$ cat config.mk
export PLATFORM = sky130hd
export DESIGN_NAME = breath_ramp
export DESIGN_NICKNAME = d
export VERILOG_FILES = /design/src/rtl/breath_pkg.sv /design/src/rtl/breath_tick.sv /design/src/rtl/breath_seq.sv /design/src/rtl/breath_ramp.sv
export SDC_FILE = /design/constraint.sdc
export NUM_CORES = 1
export LEC_CHECK = 0
export ABC_AREA = 1
export ABC_CLOCK_PERIOD_IN_PS = 1700
export BUFFER_PORTS_ARGS = -buffer_cell sky130_fd_sc_hd__buf_2
export CORE_UTILIZATION = 58
export CTS_CLUSTER_SIZE = 10
export DETAILED_ROUTE_END_ITERATION = 10
export HOLD_SLACK_MARGIN = 0.02
export PLACE_DENSITY = 0.89
export SLEW_MARGIN = 30
export SYNTH_ARGS = -nofsm -noshare
export SYNTH_HDL_FRONTEND = slang
export SYNTH_SLANG_ARGS = --single-unit
$ cat constraint.sdc
create_clock -name clk -period 1.7 [get_ports clk]
set_input_delay 0.17 -clock clk [delete_from_list [all_inputs] [get_ports clk]]
set_output_delay 0.17 -clock clk [all_outputs]
set_load 0.05 [all_outputs]
$ cat src/rtl/breath_pkg.sv
package breath_pkg;

    typedef enum logic {
        ST_RISE = 1'b0,
        ST_FALL = 1'b1
    } ramp_state_t;

endpackage

$ cat src/rtl/breath_tick.sv
module breath_tick #(
    parameter int DIV_W = 24
) (
    input  logic             clk,
    input  logic             rst_n,
    input  logic [DIV_W-1:0] div_val,
    output logic             tick
);

    logic [DIV_W-1:0] cnt_q;
    logic             wrap;

    // Restart when the count reaches (or passes) the divide value.
    assign wrap = (cnt_q >= div_val);

    always_ff @(posedge clk or negedge rst_n) begin
        if (!rst_n) begin
            cnt_q <= '0;
            tick  <= 1'b0;
        end else begin
            if (wrap) begin
                cnt_q <= '0;
            end else begin
                cnt_q <= cnt_q + DIV_W'(1);
            end
            tick <= wrap;
        end
    end

    // a non-zero divide value never yields two back-to-back enables
    a_r2_single_tick: assert property (@(posedge clk) disable iff (!rst_n)
        (tick && (div_val != '0) && $stable(div_val)) |=> !tick);

    // with a steady divide value the count stays within it
    a_r2_cnt_bound: assert property (@(posedge clk) disable iff (!rst_n)
        $stable(div_val) |=> (cnt_q <= div_val));

endmodule

$ cat src/rtl/breath_seq.sv
module breath_seq
    import breath_pkg::*;
#(
    parameter int LVL_W  = 8,
    parameter int LVL_LO = 0,
    parameter int LVL_HI = 255
) (
    input  logic             clk,
    input  logic             rst_n,
    input  logic             step,
    output logic [LVL_W-1:0] level,
    output logic             rising
);

    localparam logic [LVL_W-1:0] LO_V     = LVL_W'(LVL_LO);
    localparam logic [LVL_W-1:0] HI_V     = LVL_W'(LVL_HI);
    localparam logic [LVL_W-1:0] BEFORE_HI = LVL_W'(LVL_HI - 1);
    localparam logic [LVL_W-1:0] AFTER_LO  = LVL_W'(LVL_LO + 1);

    ramp_state_t state_q, state_d;

    // Next-state logic: turn on the step that lands on a bound.
    always_comb begin
        state_d = state_q;
        unique case (state_q)
            ST_RISE: if (step && (level == BEFORE_HI)) state_d = ST_FALL;
            ST_FALL: if (step && (level == AFTER_LO))  state_d = ST_RISE;
        endcase
    end

    // State register
    always_ff @(posedge clk or negedge rst_n) begin
        if (!rst_n) begin
            state_q <= ST_RISE;
        end else begin
            state_q <= state_d;
        end
    end

    // Output register: the brightness word
    always_ff @(posedge clk or negedge rst_n) begin
        if (!rst_n) begin
            level <= LO_V;
        end else if (step) begin
            unique case (state_q)
                ST_RISE: level <= level + LVL_W'(1);
                ST_FALL: level <= level - LVL_W'(1);
            endcase
        end
    end

    assign rising = (state_q == ST_RISE);

    // level stays inside its bounds
    a_r6_in_range: assert property (@(posedge clk) disable iff (!rst_n)
        (level >= LO_V) && (level <= HI_V));

    // no enable, no movement
    a_r2_hold: assert property (@(posedge clk) disable iff (!rst_n)
        !step |=> $stable(level));

    // a rising step adds exactly one
    a_r3_unit_up: assert property (@(posedge clk) disable iff (!rst_n)
        (step && rising) |=> (level == $past(level) + LVL_W'(1)));

    // a falling step removes exactly one
    a_r3_unit_down: assert property (@(posedge clk) disable iff (!rst_n)
        (step && !rising) |=> (level == $past(level) - LVL_W'(1)));

    // at the upper bound the direction is already down
    a_r4_turn_at_hi: assert property (@(posedge clk) disable iff (!rst_n)
        (level == HI_V) |-> !rising);

    // at the lower bound the direction is up
    a_r5_turn_at_lo: assert property (@(posedge clk) disable iff (!rst_n)
        (level == LO_V) |-> rising);

endmodule

$ cat src/rtl/breath_ramp.sv
module breath_ramp #(
    parameter int LVL_W  = 8,
    parameter int LVL_LO = 0,
    parameter int LVL_HI = 255,
    parameter int DIV_W  = 24
) (
    input  logic             clk,
    input  logic             rst_n,
    input  logic [DIV_W-1:0] step_div,
    output logic [LVL_W-1:0] level,
    output logic             rising
);

    logic step_en;

    breath_tick #(
        .DIV_W (DIV_W)
    ) tick_i (
        .clk     (clk),
        .rst_n   (rst_n),
        .div_val (step_div),
        .tick    (step_en)
    );

    breath_seq #(
        .LVL_W  (LVL_W),
        .LVL_LO (LVL_LO),
        .LVL_HI (LVL_HI)
    ) seq_i (
        .clk    (clk),
        .rst_n  (rst_n),
        .step   (step_en),
        .level  (level),
        .rising (rising)
    );

endmodule

==> results of run 1 <==
-- sequential cells by signal, summed over array words and instances (netlist names) --
register       flops
tick_i.cnt_q      24
seq_i.state_q      1
tick_i.tick        1
seq_i.level        8
-- stage by stage --
stage	worst slack [ns]	area, um^2	hold WS [ns]	utilization [%]
final	0.0118	3210	0.488	77.6
after global routing	-0.0718	3210	0.563	77.6
after detailed placement	-0.0685	2980	0.282	71.9
after floorplan	0.0897	2590	-0.126	-
after global placement	0.0133	2980	0.269	71.9
after CTS	0.0132	3100	0.514	74.8
-- layer usage --
metal  global-route usage [%]  share of wire, %  up-vias
li1                         -                 -     1232
met1                     33.0                40     1123
met4                     12.2               3.3        0
met2                     50.1                50      100
met5                        0                 0        -
met3                     5.10               6.0       24
-- repair_timing --
| item | CTS | global route |
|---|---|---|
| resized for setup | 3 | 20 |
| cloned | 0 | 1 |
| endpoints found under the hold margin | 34 | 0 |
| hold buffers | 1 | 0 |
| pin swaps | 2 | 5 |
| setup endpoints to repair | 25 | 25 |
| buffers inserted | 1 | 1 |
-- worst paths after layout --
kind	end	cells past startpoint
worst max-delay path	tick_i.cnt_q[1]	9
worst min register to register	seq_i.level[4]	1
worst max register to register	tick_i.cnt_q[1]	9
worst min-delay path	tick_i.cnt_q[19]	2
min in group clk	seq_i.level[4]	1
max in group asynchronous	tick_i.cnt_q[6]	2
-- critical path: stages (launching register included) --
cell and delay [ns]:
sky130_fd_sc_hd__dfrtp_1 0.43, sky130_fd_sc_hd__ha_1 0.30, sky130_fd_sc_hd__nand2_1 0.06, sky130_fd_sc_hd__nor2_2 0.14
sky130_fd_sc_hd__nand3_2 0.13, sky130_fd_sc_hd__nor2_4 0.14, sky130_fd_sc_hd__nand2_2 0.08, sky130_fd_sc_hd__nand2_4 0.11
sky130_fd_sc_hd__clkbuf_16 0.16, sky130_fd_sc_hd__nor2_1 0.04
-- where the power goes --
group	switching (mW)	total, mW	internal [mW]	leakage (nW)
Combinational	0.134	0.230	0.0959	1.24
Sequential	0.0152	0.840	0.825	0.461
Clock	0.288	0.615	0.327	0.0482
Total	0.437	1.68	1.25	1.75
-- layout make-up --
cell class                      count  area, um^2
Clock buffer                        7        86.3
Clock inverter                      1        5.00
Fill cell                         299         930
Inverter                           56         210
Multi-Input combinational cell    262        1600
Sequential cell                    34         851
Tap cell                           50        62.6
Timing Repair Buffer               59         403
-- placed cells by master, fill, tap and decap left out, types with 2 or more instances in the layout --
cell type                  instances
sky130_fd_sc_hd__nand3_2           4
sky130_fd_sc_hd__nand4_1           6
sky130_fd_sc_hd__nor3_4            2
sky130_fd_sc_hd__nand2_2           4
sky130_fd_sc_hd__o21ai_0           5
sky130_fd_sc_hd__a21oi_1          10
sky130_fd_sc_hd__nor2_1           49
sky130_fd_sc_hd__dfrtp_1          34
sky130_fd_sc_hd__nand2_1          86
sky130_fd_sc_hd__buf_12            2
sky130_fd_sc_hd__nor2_2           13
sky130_fd_sc_hd__buf_2            34
sky130_fd_sc_hd__nand3_1          16
sky130_fd_sc_hd__xnor2_1           9
sky130_fd_sc_hd__inv_2             3
sky130_fd_sc_hd__nor2_4            2
sky130_fd_sc_hd__buf_4            21
sky130_fd_sc_hd__nor3_1            2
sky130_fd_sc_hd__ha_4              2
sky130_fd_sc_hd__a21o_1            2
sky130_fd_sc_hd__xor2_1           14
sky130_fd_sc_hd__ha_1             27
sky130_fd_sc_hd__inv_1            53
sky130_fd_sc_hd__clkbuf_8          6
-- cell families after synthesis --
| group | count (synthesis) | synth area share (%) |
|---|---|---|
| buf+inv | 60 | 9.09 |
| compound gates | 23 | 4.93 |
| fa+ha+maj | 29 | 14.0 |
| xor+xnor | 23 | 7.79 |
| flops | 34 | 32.9 |
| simple gates | 187 | 31.3 |
==> impl_table.tex, run 1 <==
\begin{tabular}{lr}
\hline
Metric & Value \\
\hline
\multicolumn{2}{l}{\textbf{Floorplan}} \\
\quad Initial Util & between 60\% and 70\% \\
\quad Total die area & $\sim$4700 um\^{}2 \\
\quad I/O pin count & 35 \\
\quad Die width & 68.8 um \\
\quad Number of cell rows & 23 \\
\quad Height of the die & roughly 70 um \\
\quad Core footprint & $\sim$4100 um\^{}2 \\
\multicolumn{2}{l}{\textbf{Logic synthesis}} \\
\quad Synth top area cells & sky130\_fd\_sc\_hd\_\_dfrtp\_1, sky130\_fd\_sc\_hd\_\_ha\_1, sky130\_fd\_sc\_hd\_\_nand2\_1 \\
\quad Distinct cells, synth & 26 \\
\quad Synthesized area & 2590 um\^{}2 \\
\quad Cells after Synth & 356 \\
\quad Net count after synthesis & between 400 and 500 \\
\quad Warnings, synthesis & 0 \\
\quad Area share of the largest cell type after synthesis & between 30\% and 40\% \\
\quad Most frequent cell after synthesis & sky130\_fd\_sc\_hd\_\_nand2\_1 \\
\quad Post-synth EDFFs & 0 \\
\quad Post-synthesis sequential element count & 34 \\
\quad Avg Synthesized Cell Area & $\sim$7.3 um\^{}2 \\
\quad Proportion of synthesized flip-flops having asynchronous set or reset & between 90\% and 100\% \\
\quad Main synth FF type & sky130\_fd\_sc\_hd\_\_dfrtp\_1 \\
\quad Top cell types by occurrence after synthesis & sky130\_fd\_sc\_hd\_\_nand2\_1, sky130\_fd\_sc\_hd\_\_nor2\_1, sky130\_fd\_sc\_hd\_\_inv\_1, sky130\_fd\_sc\_hd\_\_dfrtp\_1, sky130\_fd\_sc\_hd\_\_ha\_1 \\
\quad Largest area contributor in the netlist & sky130\_fd\_sc\_hd\_\_dfrtp\_1 \\
\quad Share of synthesized area occupied by flip-flops and latches & 32.9\% \\
\multicolumn{2}{l}{\textbf{Layout}} \\
\quad Fraction of final layout cells with drive strength greater than 1 & 23.6\% \\
\quad Total inserted antenna cells & 0 \\
\quad Syn-to-layout area delta & 24.2\% \\
\quad Final layout net count & between 400 and 500 \\
\quad Post-route insts no fill & 469 \\
\multicolumn{2}{l}{\textbf{STA}} \\
\quad Slew @ Worst Pin & between 0.7 and 0.8 ns \\
\quad Worst slew margin relative to its limit & about half \\
\quad Min Clock Period, post-route & around 1.7 ns \\
\quad Final-report hold violation count & 0 \\
\quad Fin crit share & 99.3\% \\
\quad Clock skew & roughly 0.0066 ns \\
\quad Final setup vio count & 0 \\
\quad Achievable Freq & about 590 MHz \\
\quad Final Max Tran Viols & 0 \\
\quad Unrepaired setup endpoints after global routing & yes \\
\quad Final total negative setup slack & 0 ns \\
\multicolumn{2}{l}{\textbf{Setup path}} \\
\quad Type of destination of the critical path & register \\
\quad Crit Path Category & reg2reg \\
\quad Timing startpoint of the critical path & tick\_i.cnt\_q[20] \\
\quad CP Data Required Time & between 1.5 and 2 ns \\
\quad Startpoint of the lowest-slack register-to-register path & tick\_i.cnt\_q[20] \\
\quad Crit path launch type & register \\
\quad Highest fanout seen on the critical path & 6 \\
\quad Register-to-register setup slack & 0.01 ns \\
\quad Arrival time at the worst endpoint & 1.87 ns \\
\multicolumn{2}{l}{\textbf{Route}} \\
\quad DRC violations left & 0 \\
\quad Vias & 2,479 \\
\quad Number of iterations in the first detailed-routing pass & 5 \\
\quad Avg Vias per Cell & 5.29 \\
\quad Final wirelength & 6.28 mm \\
\quad Average wire per cell in the routed design & between 10 and 15 um \\
\quad Residual antenna-violating net count after detailed routing & 0 \\
\quad Iteration-0 DRC Markers & about 190 \\
\multicolumn{2}{l}{\textbf{Job}} \\
\quad Max Cap Violations & 0 \\
\multicolumn{2}{l}{\textbf{Status}} \\
\quad Result of the run & complete, no violations \\
\multicolumn{2}{l}{\textbf{Worst hold path}} \\
\quad Path category of the worst min-delay check & in2async \\
\multicolumn{2}{l}{\textbf{GRT}} \\
\quad Global-route wire length before repair & a little under 10 mm \\
\quad Vias in the first global route & around 2,200 \\
\quad Initial antenna violation count & 0 \\
\quad Largest net degree at the start of global routing & 35 \\
\quad GRT Residual Overflow & 0 \\
\quad Total GRT Usage & 28.2\% \\
\multicolumn{2}{l}{\textbf{Placed design}} \\
\quad Post-DP HPWL & 4.47 mm \\
\quad Placed insts & 457 \\
\quad Weighted congestion reported at the end of routability-driven placement & just under 1 \\
\quad Number of I/O port buffers & 34 \\
\multicolumn{2}{l}{\textbf{Clock tree}} \\
\quad CTS tree & built \\
\quad Clock sink count & 34 \\
\quad Clock latency reported for the late side of the worst-skew pair & 0.29 ns \\
\quad Cell at the root of the clock tree & sky130\_fd\_sc\_hd\_\_clkbuf\_8 \\
\quad TritonCTS Buffers & 5 \\
\quad Maximum count of clock buffers along a single path & 2 \\
\quad Maximum level of the CTS H-tree & 2 \\
\quad Clk slew on worst S/H paths & roughly 0.07 ns \\
\multicolumn{2}{l}{\textbf{Power and ir drop}} \\
\quad Standby leakage power & about 1.8 nW \\
\quad Power density normalized to cell area & between 500 and 600 nW/um\^{}2 \\
\quad Worst voltage drop across the vdd grid & slightly above 0.5 mV \\
\quad Power, Total & around 1.7 mW \\
\hline
\end{tabular}
Power figures use the tool's default switching activity.
==> run 2, diff against run 1 <==
--- a/config.mk
+++ b/config.mk
@@ -8,11 +8,12 @@
 export ABC_AREA = 1
 export ABC_CLOCK_PERIOD_IN_PS = 1700
 export BUFFER_PORTS_ARGS = -buffer_cell sky130_fd_sc_hd__buf_2
-export CORE_UTILIZATION = 58
+export CORE_UTILIZATION = 40
 export CTS_CLUSTER_SIZE = 10
 export DETAILED_ROUTE_END_ITERATION = 10
 export HOLD_SLACK_MARGIN = 0.02
-export PLACE_DENSITY = 0.89
+export PLACE_DENSITY = 0.68
+export SETUP_SLACK_MARGIN = 0.4
 export SLEW_MARGIN = 30
 export SYNTH_ARGS = -nofsm -noshare
 export SYNTH_HDL_FRONTEND = slang
==> impl_table.tex, run 2 (same netlist as run 1, synthesis figures left out) <==
\begin{tabular}{lr}
\hline
Metric & Value \\
\hline
\multicolumn{2}{l}{\textbf{Power and ir drop}} \\
\quad Power, Total & roughly 1.7 mW \\
\quad Combinational share of power & around 14\% \\
\quad Standby leakage power & approximately 1.8 nW \\
\quad Power density normalized to cell area & around 500 nW/um\^{}2 \\
\quad Power spent charging and discharging nets & between 0.4 and 0.5 mW \\
\quad Power share of the sequential group & between 40\% and 50\% \\
\quad Worst voltage drop across the vdd grid & between 0.3 and 0.4 mV \\
\quad Sw Ratio & between 20\% and 30\% \\
\quad Power Internal & 1.26 mW \\
\quad Clock network power share & between 30\% and 40\% \\
\multicolumn{2}{l}{\textbf{Clock tree}} \\
\quad Clk slew on worst S/H paths & 0.07 ns \\
\quad TritonCTS Buffers & 5 \\
\quad Maximum level of the CTS H-tree & 2 \\
\quad Clock latency reported for the late side of the worst-skew pair & roughly 0.30 ns \\
\quad Maximum count of clock buffers along a single path & 2 \\
\quad Cell at the root of the clock tree & sky130\_fd\_sc\_hd\_\_clkbuf\_8 \\
\quad Clock sink count & 34 \\
\quad CTS tree & built \\
\multicolumn{2}{l}{\textbf{GRT}} \\
\quad Largest net degree at the start of global routing & 35 \\
\quad Total GRT Usage & between 15 and 20\% \\
\quad GRT Residual Overflow & 0 \\
\quad Vias in the first global route & approximately 2,200 \\
\quad Initial antenna violation count & 0 \\
\quad Global-route wire length before repair & roughly 9.3 mm \\
\multicolumn{2}{l}{\textbf{STA}} \\
\quad Final Max Tran Viols & 0 \\
\quad Clock skew & approximately 0.008 ns \\
\quad Final critical-path setup slack & -0.0219 ns \\
\quad Worst slew margin relative to its limit & slightly above 70\% \\
\quad Unrepaired setup endpoints after global routing & yes \\
\quad Final setup vio count & 12 \\
\quad Fin crit share & 101\% \\
\quad Final-report hold violation count & 0 \\
\quad Slew @ Worst Pin & about 0.43 ns \\
\quad Achievable Freq & around 580 MHz \\
\quad Min Clock Period, post-route & approximately 1.7 ns \\
\multicolumn{2}{l}{\textbf{Layout}} \\
\quad Most common cell after layout, fill and taps aside & sky130\_fd\_sc\_hd\_\_nand2\_1 \\
\quad Post-route insts no fill & $\sim$500 \\
\quad Final layout net count & between 400 and 500 \\
\quad Most frequent cells in the layout & sky130\_fd\_sc\_hd\_\_nand2\_1, sky130\_fd\_sc\_hd\_\_inv\_1, sky130\_fd\_sc\_hd\_\_nor2\_1 \\
\quad Total area of multi-input combinational cells & approximately 1700 um\^{}2 \\
\quad Max reg flops & 24 \\
\quad Fraction of final layout cells with drive strength greater than 1 & 32.2\% \\
\quad Total inserted antenna cells & 0 \\
\quad Layout filler cell count & roughly 580 \\
\quad Register containing the most flip-flops in the final layout & tick\_i.cnt\_q \\
\quad Syn-to-layout area delta & 33.3\% \\
\quad Largest regs & tick\_i.cnt\_q x24, seq\_i.level x8 \\
\quad Reg area & around 860 um\^{}2 \\
\multicolumn{2}{l}{\textbf{Placed design}} \\
\quad Post-DP HPWL & 4.35 mm \\
\quad Weighted congestion reported at the end of routability-driven placement & 0.925 \\
\quad Number of I/O port buffers & 34 \\
\quad Placed insts & slightly below 500 \\
\multicolumn{2}{l}{\textbf{Setup path}} \\
\quad Cell-by-cell listing of the critical path & ha\_4, nand2\_2, nor2\_2, nand4\_1, nor2\_4, nand2\_2, nand2\_4, clkbuf\_16, nor2\_1 \\
\quad Arrival time at the worst endpoint & 1.90 ns \\
\quad Crit path launch type & register \\
\quad Crit Path Category & reg2reg \\
\quad Type of destination of the critical path & register \\
\quad Max incr delay on CP & between 0.4 and 0.5 ns \\
\quad Highest fanout seen on the critical path & 6 \\
\quad Most used cell, CP & sky130\_fd\_sc\_hd\_\_nand2\_2 \\
\quad Crit-path slowest cell & sky130\_fd\_sc\_hd\_\_dfrtp\_1 \\
\quad CP Data Required Time & 1.88 ns \\
\multicolumn{2}{l}{\textbf{Floorplan}} \\
\quad Initial Util & a little over two fifths \\
\quad Total die area & just under 7000 um\^{}2 \\
\quad Number of cell rows & 28 \\
\quad I/O pin count & 35 \\
\quad Core footprint & approximately 6100 um\^{}2 \\
\quad Die width & approximately 80 um \\
\quad Height of the die & 82.4 um \\
\multicolumn{2}{l}{\textbf{Route}} \\
\quad Average wire per cell in the routed design & 12.2 um \\
\quad Final wirelength & slightly above 6 mm \\
\quad Met3 layer wire length in the routed design & 299 um \\
\quad Highest routed metal layer & met4 \\
\quad Routed wl met2 & 2.89 mm \\
\quad Iteration-0 DRC Markers & 158 \\
\quad Avg Vias per Cell & roughly 4.9 \\
\quad Number of iterations in the first detailed-routing pass & 4 \\
\quad M1 WL & 2.80 mm \\
\quad Vias & around 2,400 \\
\quad Residual antenna-violating net count after detailed routing & 0 \\
\quad DRC violations left & 0 \\
\multicolumn{2}{l}{\textbf{Job}} \\
\quad Max Cap Violations & 0 \\
\multicolumn{2}{l}{\textbf{Status}} \\
\quad Result of the run & finished, violations left \\
\quad Violations in the final reports & setup timing \\
\multicolumn{2}{l}{\textbf{Worst hold path}} \\
\quad Path category of the worst min-delay check & in2async \\
\hline
\end{tabular}
-- run 2: cell types whose count changed in the layout (fill, tap and decap cells not counted), moves of 3 or more --
cell / previous run / this run
sky130_fd_sc_hd__ha_4: 2 / 5
sky130_fd_sc_hd__dfrtp_2: 0 / 8
sky130_fd_sc_hd__ha_1: 27 / 24
sky130_fd_sc_hd__inv_1: 53 / 50
sky130_fd_sc_hd__nor2_1: 49 / 37
sky130_fd_sc_hd__dfrtp_1: 34 / 26
sky130_fd_sc_hd__nor2_4: 2 / 8
sky130_fd_sc_hd__buf_4: 21 / 30
sky130_fd_sc_hd__nor2_2: 13 / 19
-- run 2: per-stage QoR --
step | setup WS (ns) | instance area, um^2 | TNS [ns] | hold slack [ns] | utilization (%)
6_report | -0.0219 | 3450 | -0.132 | 0.439 | 56.6
5_1_grt | -0.0949 | 3450 | -1.68 | 0.497 | 56.6
4_1_cts | 0.0356 | 3170 | 0 | 0.452 | 52.0
3_5_place_dp | -0.0536 | 3030 | -0.843 | 0.230 | 49.7
3_3_place_gp | -0.0313 | 3030 | -0.665 | 0.224 | 49.7
2_1_floorplan | 0.185 | 2630 | 0 | -0.126 | -
-- run 2: what timing repair did --
action	4_1_cts	5_1_grt
buffers inserted	2	7
gates cloned	0	3
pin swaps	0	17
resized for setup	7	43
hold buffers	1	0
setup endpoints to repair	26	30
hold endpoints to repair	34	0
-- run 2: area by class of cell --
| type | count | share of cell area [%] |
|---|---|---|
| clock buffers | 6 | 2.39 |
| clock inverters | 2 | 0.363 |
| flip-flops and latches | 34 | 25.0 |
| inverters | 56 | 6.24 |
| repair buffers | 68 | 14.0 |
| multi-input cells | 262 | 49.4 |
| well taps | 75 | 2.72 |
-- run 2: worst paths after layout --
kind                             startpoint              end  slack [ns]  cells past startpoint
max in group asynchronous             rst_n   seq_i.level[5]        0.92                      3
max reg2reg                tick_i.cnt_q[13]  tick_i.cnt_q[8]       -0.02                      9
min                                   rst_n  tick_i.cnt_q[7]        0.44                      3
max                        tick_i.cnt_q[13]  tick_i.cnt_q[8]       -0.02                      9
min reg2reg                  seq_i.level[4]   seq_i.level[4]        0.54                      1
min in group clk             seq_i.level[4]   seq_i.level[4]        0.54                      1
-- run 2: critical path: cells and delay by family, from the launching register on --
| family | cells | cell delay [ns] |
|---|---|---|
| flops | 1 | 0.42 |
| buf+inv | 1 | 0.18 |
| simple gates | 7 | 0.73 |
| fa+ha+maj | 1 | 0.28 |
-- run 2: per-layer routing --
metal  vias to the layer above  GRT usage (%)
met5                         -              0
li1                       1253              -
met1                      1114           23.3
met3                        10           3.30
met2                        63           31.0
met4                         0           7.19
-- run 2: power groups by stage --
stage                     Sequential (mW)  Clock (mW)  Combinational [mW]
after floorplan                     0.876           0               0.107
after detailed placement            0.858           0               0.219
after global routing                0.844       0.685               0.288
after global placement              0.857           0               0.214
after CTS                           0.842       0.649               0.226
final                               0.842       0.645               0.248
